`config.mk`:
```
export PLATFORM = sky130hd
export DESIGN_NAME = magicDivConst
export DESIGN_NICKNAME = d
export VERILOG_FILES = /design/src/rtl/magicDivPkg.sv /design/src/rtl/magicDivDatapath.sv /design/src/rtl/magicDivCtrl.sv /design/src/rtl/magicDivConst.sv
export SDC_FILE = /design/constraint.sdc
export NUM_CORES = 1
export LEC_CHECK = 0
export CAP_MARGIN = 25
export CORE_ASPECT_RATIO = 0.5
export CORE_MARGIN = 5
export CORE_UTILIZATION = 35
export DETAILED_ROUTE_END_ITERATION = 6
export HOLD_SLACK_MARGIN = 0.08
export PLACE_DENSITY = 0.49
export SETUP_SLACK_MARGIN = 0.05
export SLEW_MARGIN = 25
export SYNTH_ARGS = -nofsm -noshare
export SYNTH_HDL_FRONTEND = slang
export SYNTH_SLANG_ARGS = --single-unit
```
`constraint.sdc`:
```
create_clock -name clk -period 8.15 [get_ports clk]
set_clock_uncertainty 0.15 [all_clocks]
set_input_delay 2.0375 -clock clk [delete_from_list [all_inputs] [get_ports clk]]
set_output_delay 2.0375 -clock clk [all_outputs]
set_load 0.1 [all_outputs]
```
`src/rtl/magicDivPkg.sv`:
```
package magicDivPkg;

  typedef enum logic [1:0] {
    ST_IDLE = 2'd0,
    ST_RUN  = 2'd1,
    ST_FIN  = 2'd2
  } ctrlState_t;

  typedef struct packed {
    logic load;     // capture divisor, clear divider
    logic step;     // one restoring-division iteration
    logic finish;   // publish constants
    logic zeroErr;  // publish zero-divisor error
  } ctrlStrobes_t;

endpackage

```
`src/rtl/magicDivDatapath.sv`:
```
module magicDivDatapath
  import magicDivPkg::*;
#(
  parameter int W = 32
) (
  input  logic                 clk,
  input  logic                 rstN,
  input  ctrlStrobes_t         strobes,
  input  logic [W-1:0]         divisorIn,
  output logic                 dIsZero,
  output logic                 lastStep,
  output logic [$clog2(W)-1:0] shiftOut,
  output logic [W-1:0]         multOut,
  output logic                 roundDownOut,
  output logic                 pow2Out,
  output logic                 errOut
);

  localparam int SW = $clog2(W);
  localparam int CW = $clog2(2 * W);
  localparam logic [CW-1:0] CNT_TOP = CW'(2 * W - 1);

  logic [W-1:0]  dReg;
  logic [SW-1:0] shiftReg;
  logic [CW-1:0] cnt;
  logic [W-1:0]  rem;
  logic [W:0]    quot;

  // Leading-one detector: highest set bit wins.
  logic [SW-1:0] leadPos;
  always_comb begin
    leadPos = '0;
    for (int i = 0; i < W; i++) begin
      if (divisorIn[i]) leadPos = SW'(i);
    end
  end

  assign dIsZero  = (divisorIn == '0);
  assign lastStep = (cnt == '0);

  // Dividend 2^(W+shift) has a single one at bit W+shift.
  logic          bitIn;
  logic [W:0]    trial;
  logic [W:0]    diff;
  logic          ge;
  logic [W-1:0]  newRem;
  assign bitIn  = (cnt == (CW'(W) + CW'(shiftReg)));
  assign trial  = {rem, bitIn};
  assign diff   = trial - {1'b0, dReg};
  assign ge     = (trial >= {1'b0, dReg});
  assign newRem = ge ? diff[W-1:0] : trial[W-1:0];

  // Final constant selection.
  logic [W-1:0] thresh;
  logic         rdSel;
  logic         isPow2;
  logic [W-1:0] multSel;
  assign thresh  = W'(1) << shiftReg;
  assign rdSel   = (rem <= thresh);
  assign isPow2  = ((dReg & (dReg - W'(1))) == '0);
  assign multSel = isPow2 ? '1 : (rdSel ? quot[W-1:0] : quot[W-1:0] + W'(1));

  always_ff @(posedge clk or negedge rstN) begin
    if (!rstN) begin
      dReg     <= '0;
      shiftReg <= '0;
      cnt      <= '0;
      rem      <= '0;
      quot     <= '0;
    end else if (strobes.load) begin
      dReg     <= divisorIn;
      shiftReg <= leadPos;
      cnt      <= CNT_TOP;
      rem      <= '0;
      quot     <= '0;
    end else if (strobes.step) begin
      cnt      <= cnt - CW'(1);
      rem      <= newRem;
      quot     <= {quot[W-1:0], ge};
    end
  end

  always_ff @(posedge clk or negedge rstN) begin
    if (!rstN) begin
      shiftOut     <= '0;
      multOut      <= '0;
      roundDownOut <= 1'b0;
      pow2Out      <= 1'b0;
      errOut       <= 1'b0;
    end else if (strobes.zeroErr) begin
      shiftOut     <= '0;
      multOut      <= '0;
      roundDownOut <= 1'b0;
      pow2Out      <= 1'b0;
      errOut       <= 1'b1;
    end else if (strobes.finish) begin
      shiftOut     <= shiftReg;
      multOut      <= multSel;
      roundDownOut <= rdSel;
      pow2Out      <= isPow2;
      errOut       <= 1'b0;
    end
  end


  mult_top_bit_chk: assert property (@(posedge clk) disable iff (!rstN)
    strobes.finish |=> multOut[W-1]);


  pow2_const_chk: assert property (@(posedge clk) disable iff (!rstN)
    strobes.finish |=> (!pow2Out || (multOut == '1 && roundDownOut)));


  zero_div_out_chk: assert property (@(posedge clk) disable iff (!rstN)
    strobes.zeroErr |=> (errOut && multOut == '0 && shiftOut == '0 && !pow2Out && !roundDownOut));


  out_hold_chk: assert property (@(posedge clk) disable iff (!rstN)
    !$stable(multOut) |-> ($past(strobes.finish) || $past(strobes.zeroErr)));

endmodule

```
`src/rtl/magicDivCtrl.sv`:
```
module magicDivCtrl
  import magicDivPkg::*;
(
  input  logic         clk,
  input  logic         rstN,
  input  logic         startIn,
  input  logic         dIsZero,
  input  logic         lastStep,
  output ctrlStrobes_t strobes,
  output logic         busyOut,
  output logic         doneOut
);

  ctrlState_t state, stateNext;

  always_comb begin
    strobes         = '0;
    stateNext       = state;
    case (state)
      ST_IDLE: begin
        if (startIn) begin
          if (dIsZero) strobes.zeroErr = 1'b1;
          else begin
            strobes.load = 1'b1;
            stateNext    = ST_RUN;
          end
        end
      end
      ST_RUN: begin
        strobes.step = 1'b1;
        if (lastStep) stateNext = ST_FIN;
      end
      ST_FIN: begin
        strobes.finish = 1'b1;
        stateNext      = ST_IDLE;
      end
      default: stateNext = ST_IDLE;
    endcase
  end

  always_ff @(posedge clk or negedge rstN) begin
    if (!rstN) begin
      state   <= ST_IDLE;
      doneOut <= 1'b0;
    end else begin
      state   <= stateNext;
      doneOut <= strobes.finish | strobes.zeroErr;
    end
  end

  assign busyOut = (state != ST_IDLE);


  busy_done_excl_chk: assert property (@(posedge clk) disable iff (!rstN)
    !(busyOut && doneOut));


  run_ignores_start_chk: assert property (@(posedge clk) disable iff (!rstN)
    (state == ST_RUN && !lastStep) |=> (state == ST_RUN));


  zero_no_busy_chk: assert property (@(posedge clk) disable iff (!rstN)
    (state == ST_IDLE && startIn && dIsZero) |=> (!busyOut && doneOut));

endmodule

```
`src/rtl/magicDivConst.sv`:
```
module magicDivConst
  import magicDivPkg::*;
(
  input  logic        clk,
  input  logic        rstN,
  input  logic        start,
  input  logic [31:0] divisor,
  output logic        busy,
  output logic        done,
  output logic [4:0]  shiftAmt,
  output logic [31:0] multiplier,
  output logic        roundDown,
  output logic        powerOfTwo,
  output logic        divZeroErr
);

  ctrlStrobes_t strobes;
  logic         dIsZero;
  logic         lastStep;

  magicDivCtrl ctrl_i (
    .clk      (clk),
    .rstN     (rstN),
    .startIn  (start),
    .dIsZero  (dIsZero),
    .lastStep (lastStep),
    .strobes  (strobes),
    .busyOut  (busy),
    .doneOut  (done)
  );

  magicDivDatapath #(.W(32)) dp_i (
    .clk          (clk),
    .rstN         (rstN),
    .strobes      (strobes),
    .divisorIn    (divisor),
    .dIsZero      (dIsZero),
    .lastStep     (lastStep),
    .shiftOut     (shiftAmt),
    .multOut      (multiplier),
    .roundDownOut (roundDown),
    .pow2Out      (powerOfTwo),
    .errOut       (divZeroErr)
  );

endmodule

```
==> metrics.md <==
| Metric | Value |
|---|---|
| Multi-input logic area | ~0.006 sq mm |
| Design Area, Final | approximately 0.012 sq mm |
| Sum of negative setup slack | 0 ns |
| Number of synthesized flops with an enable pin | 0 |
| Min cycle time layout | ~4.8 ns |
| First-pass GRT wire length | approximately 54000 um |
| Skew-Pair Late Insertion Delay | 0.44 ns |
| Synth Area in Compound Gates | about a fifth |
| Setup WS post-layout | approximately 3.3 ns |
| RSZ-0062 raised after global routing | no |
| Hold Buf Count CTS | 0 |
| CP max-delay cell | nor4_1 |
| Fin cells | around 1700 |
| Cell Area, Placed | 0.01144 sq mm |
| Largest family of logic cells by synthesized area | simple AND/OR/NAND/NOR gates |
| IO Port Bufs | 76 |
| FF-to-FF Start | dp_i.shiftReg[2] |
| Max Clk Rate | ~0.21 GHz |
| Gate Count Post-Synth | 1274 |
| Hold Fails Final Rpt | 0 |
| WL final | about 33000 um |
| Root buffer cell | clkbuf_16 |
| Crit Path Class | input pin to flop |
| Register area | 0.003754 sq mm |
| Adder-Cell Fraction of Synth Area | 8.433% |
| Layout cells sized above 1 | under 10% |
| Peak supply drop | roughly 0.19 mV |
| # Post-CTS Setup Buffers | 0 |
| Min-Delay Startpoint | dp_i.errOut |
| Post-synthesis sequential area ratio | approximately 36% |
| Max-cap violations | 0 |
| DP Worst Slack | approximately 2.9 ns |
| Primary FF master, synth | dfrtp_1 |
| DRT Pass-1 Iters | 5 |
| Post-synthesis mux area share | 2.163% |
| CTS clk-pin slew, worst paths | 0.06 ns |
| CP cell instances | clkdlybuf4s50_1 -> nor4_1 -> nand4_1 -> nor2_1 -> nor2b_4 -> buf_4 -> nor2_1 -> buf_4 -> a22o_1 |
| GRT Overall Usage | 20.09% |
| Simple-gate portion of the synthesized area | approximately 25% |
| Leakage Power | about 5 nW |
| Syn_area_per_cell | about 8 sq um |
| # rows | 44 |
| Worst Setup SP | divisor[28] |
| Max-slew violations | 0 |
| CTS tree | yes |
| Drt drc | 0 |
| Largest net degree at the start of global routing | 79 |
| Overall Power | between 5 and 6 mW |
| Final antenna-violating net count | 0 |
| Antenna Cells | 0 |
| I/O pins | a little under 80 |
| Final worst-path cycle share | 59.14% |
| CTS HTree Levels | 4 |
| Die ar. | ~0.033 sq mm |
| CP required | ~8.4 ns |
| Via density | 5.652 |
| Outcome | completed |
| Critical Path AT | between 5 and 6 ns |
| Startpoint Class | input pin |
| Netlist cell types | 68 |
| Die width | 252.6 um |
| Synth Warn # | 0 |
| Vias in the first global route | between 9000 and 10000 |
| Xor and xnor area share after synthesis | under 10% |
| Max Root-Sink Buffers | 2 |
| # resized after CTS | 0 |
| Power density over cell area | slightly below 500 mW/mm^2 |
| CP endpoint kind | flop |
| GRT overflow | 0 |
| Via count | approximately 10000 |
| P&R area growth vs syn | 17.12% |
| Sinks on Clock Net | 150 |
| Fill count | 2902 |
| Fraction of registers with async set/reset | 100.0% |
| Chip height | roughly 130 um |
| Crit-path max FO | 60 |
| Hold_ws | 0.3426 ns |
| Hold WC Path Type | flop to flop |
| Final Util | 41.57% |
| Crit-path max cell delay | around 0.7 ns |
| DR iter-0 viols | between 700 and 800 |
| Core footprint | 0.02901 sq mm |
| Num CTS Buffers | 17 |
| Initial core utilization | between 30% and 40% |
| Cell Area, Synth | 0.01030 sq mm |
| Number of synthesized register bits | 150 |
| WL per Instance | ~19 um |
| Worst slew pin tran | between 0.9 and 1 ns |
| Rel. slew slack | between 30% and 40% |
| Initial antenna violation count | 0 |
| Dpl hpwl | about 24000 um |
| Gp weighted congestion | between 0.8 and 0.9 |
| Syn nets | about 1400 |
| Placed cells | roughly 1700 |
| Final Setup Violations | 0 |
| NumNets Final | approximately 1400 |
==> where the power goes <==
| group | total [mW] | switching (mW) | internal, mW |
|---|---|---|---|
| registers | 1.48 | 0.410 | 1.07 |
| clock network | 0.817 | 0.340 | 0.477 |
| logic | 3.55 | 2.20 | 1.36 |
==> flip-flops by register name, indices dropped and copies added, names as in the netlist, 2 cells and up <==
register	count
ctrl_i.state	2
dp_i.cnt	6
dp_i.dReg	32
dp_i.multOut	32
dp_i.quot	32
dp_i.rem	32
dp_i.shiftOut	5
dp_i.shiftReg	5
==> metal layers <==
layer / track usage, % / up-vias / wire length (um)
li1: - / 4690 / -
met1: 28.55 / 4795 / 16240
met2: 32.13 / 201 / 15350
met3: 3.752 / 29 / 1373
met4: 4.217 / 0 / 398
met5: 0 / - / 0
==> worst max-delay path: cells and delay by family <==
family,cells,cell delay (ns)
AO/OA/AOI/OAI,1,0.19
AND/OR/NAND/NOR,5,1.65
buffers and inverters,3,1.14
==> cell families after synthesis <==
group / Yosys count
adders and majority gates: 69
DFF: 150
and+or+nand+nor: 535
xor gates and xnor gates: 38
muxes: 22
AOI/OAI and AO/OA: 333
buffers and inverters: 127
==> path summary, 6_finish.rpt <==
check,to,depth (start not counted),slack [ns]
worst max register to register,dp_i.rem[22],13,3.47
min in group asynchronous,dp_i.rem[17],1,1.49
worst min register to register,dp_i.errOut,2,0.34
worst max-delay path,dp_i.rem[4],9,3.33
max in group asynchronous,dp_i.multOut[21],2,5.14
worst min-delay path,dp_i.errOut,2,0.34
==> layout make-up <==
type                       instances  share of cell area (%)
multi-input combinational        997                   50.65
sequential                       150                   31.12
timing repair buffer              91                   7.449
tap                              391                   4.056
clock buffer                      22                   3.932
inverter                          59                   1.836
clock inverter                     9                  0.9545
==> Yosys cell counts, drive strengths merged (22+ instances only) <==
cell type / instances / area (sq um)
a21oi: 95 / 475.5
ha: 67 / 838.3
inv: 59 / 221.5
clkbuf: 57 / 214.0
xnor2: 25 / 219.0
nor2: 65 / 244.0
nand2: 230 / 863.3
nand3: 78 / 390.4
dfrtp: 150 / 3754
nor4: 22 / 165.2
nor3: 32 / 165.2
o21ai: 103 / 515.5
==> cells in the final DEF, fill, tap and decap left out, drive strengths merged, types with 32 or more instances in the layout <==
cell,netlist,final
a21oi,95,95
clkdlybuf4s50,0,75
o21ai,103,103
dfrtp,150,150
nand3,78,78
ha,67,67
nor3,32,32
nor2,65,65
inv,59,63
nand2,230,230
No activity file was read; power rests on OpenSTA's default activity.
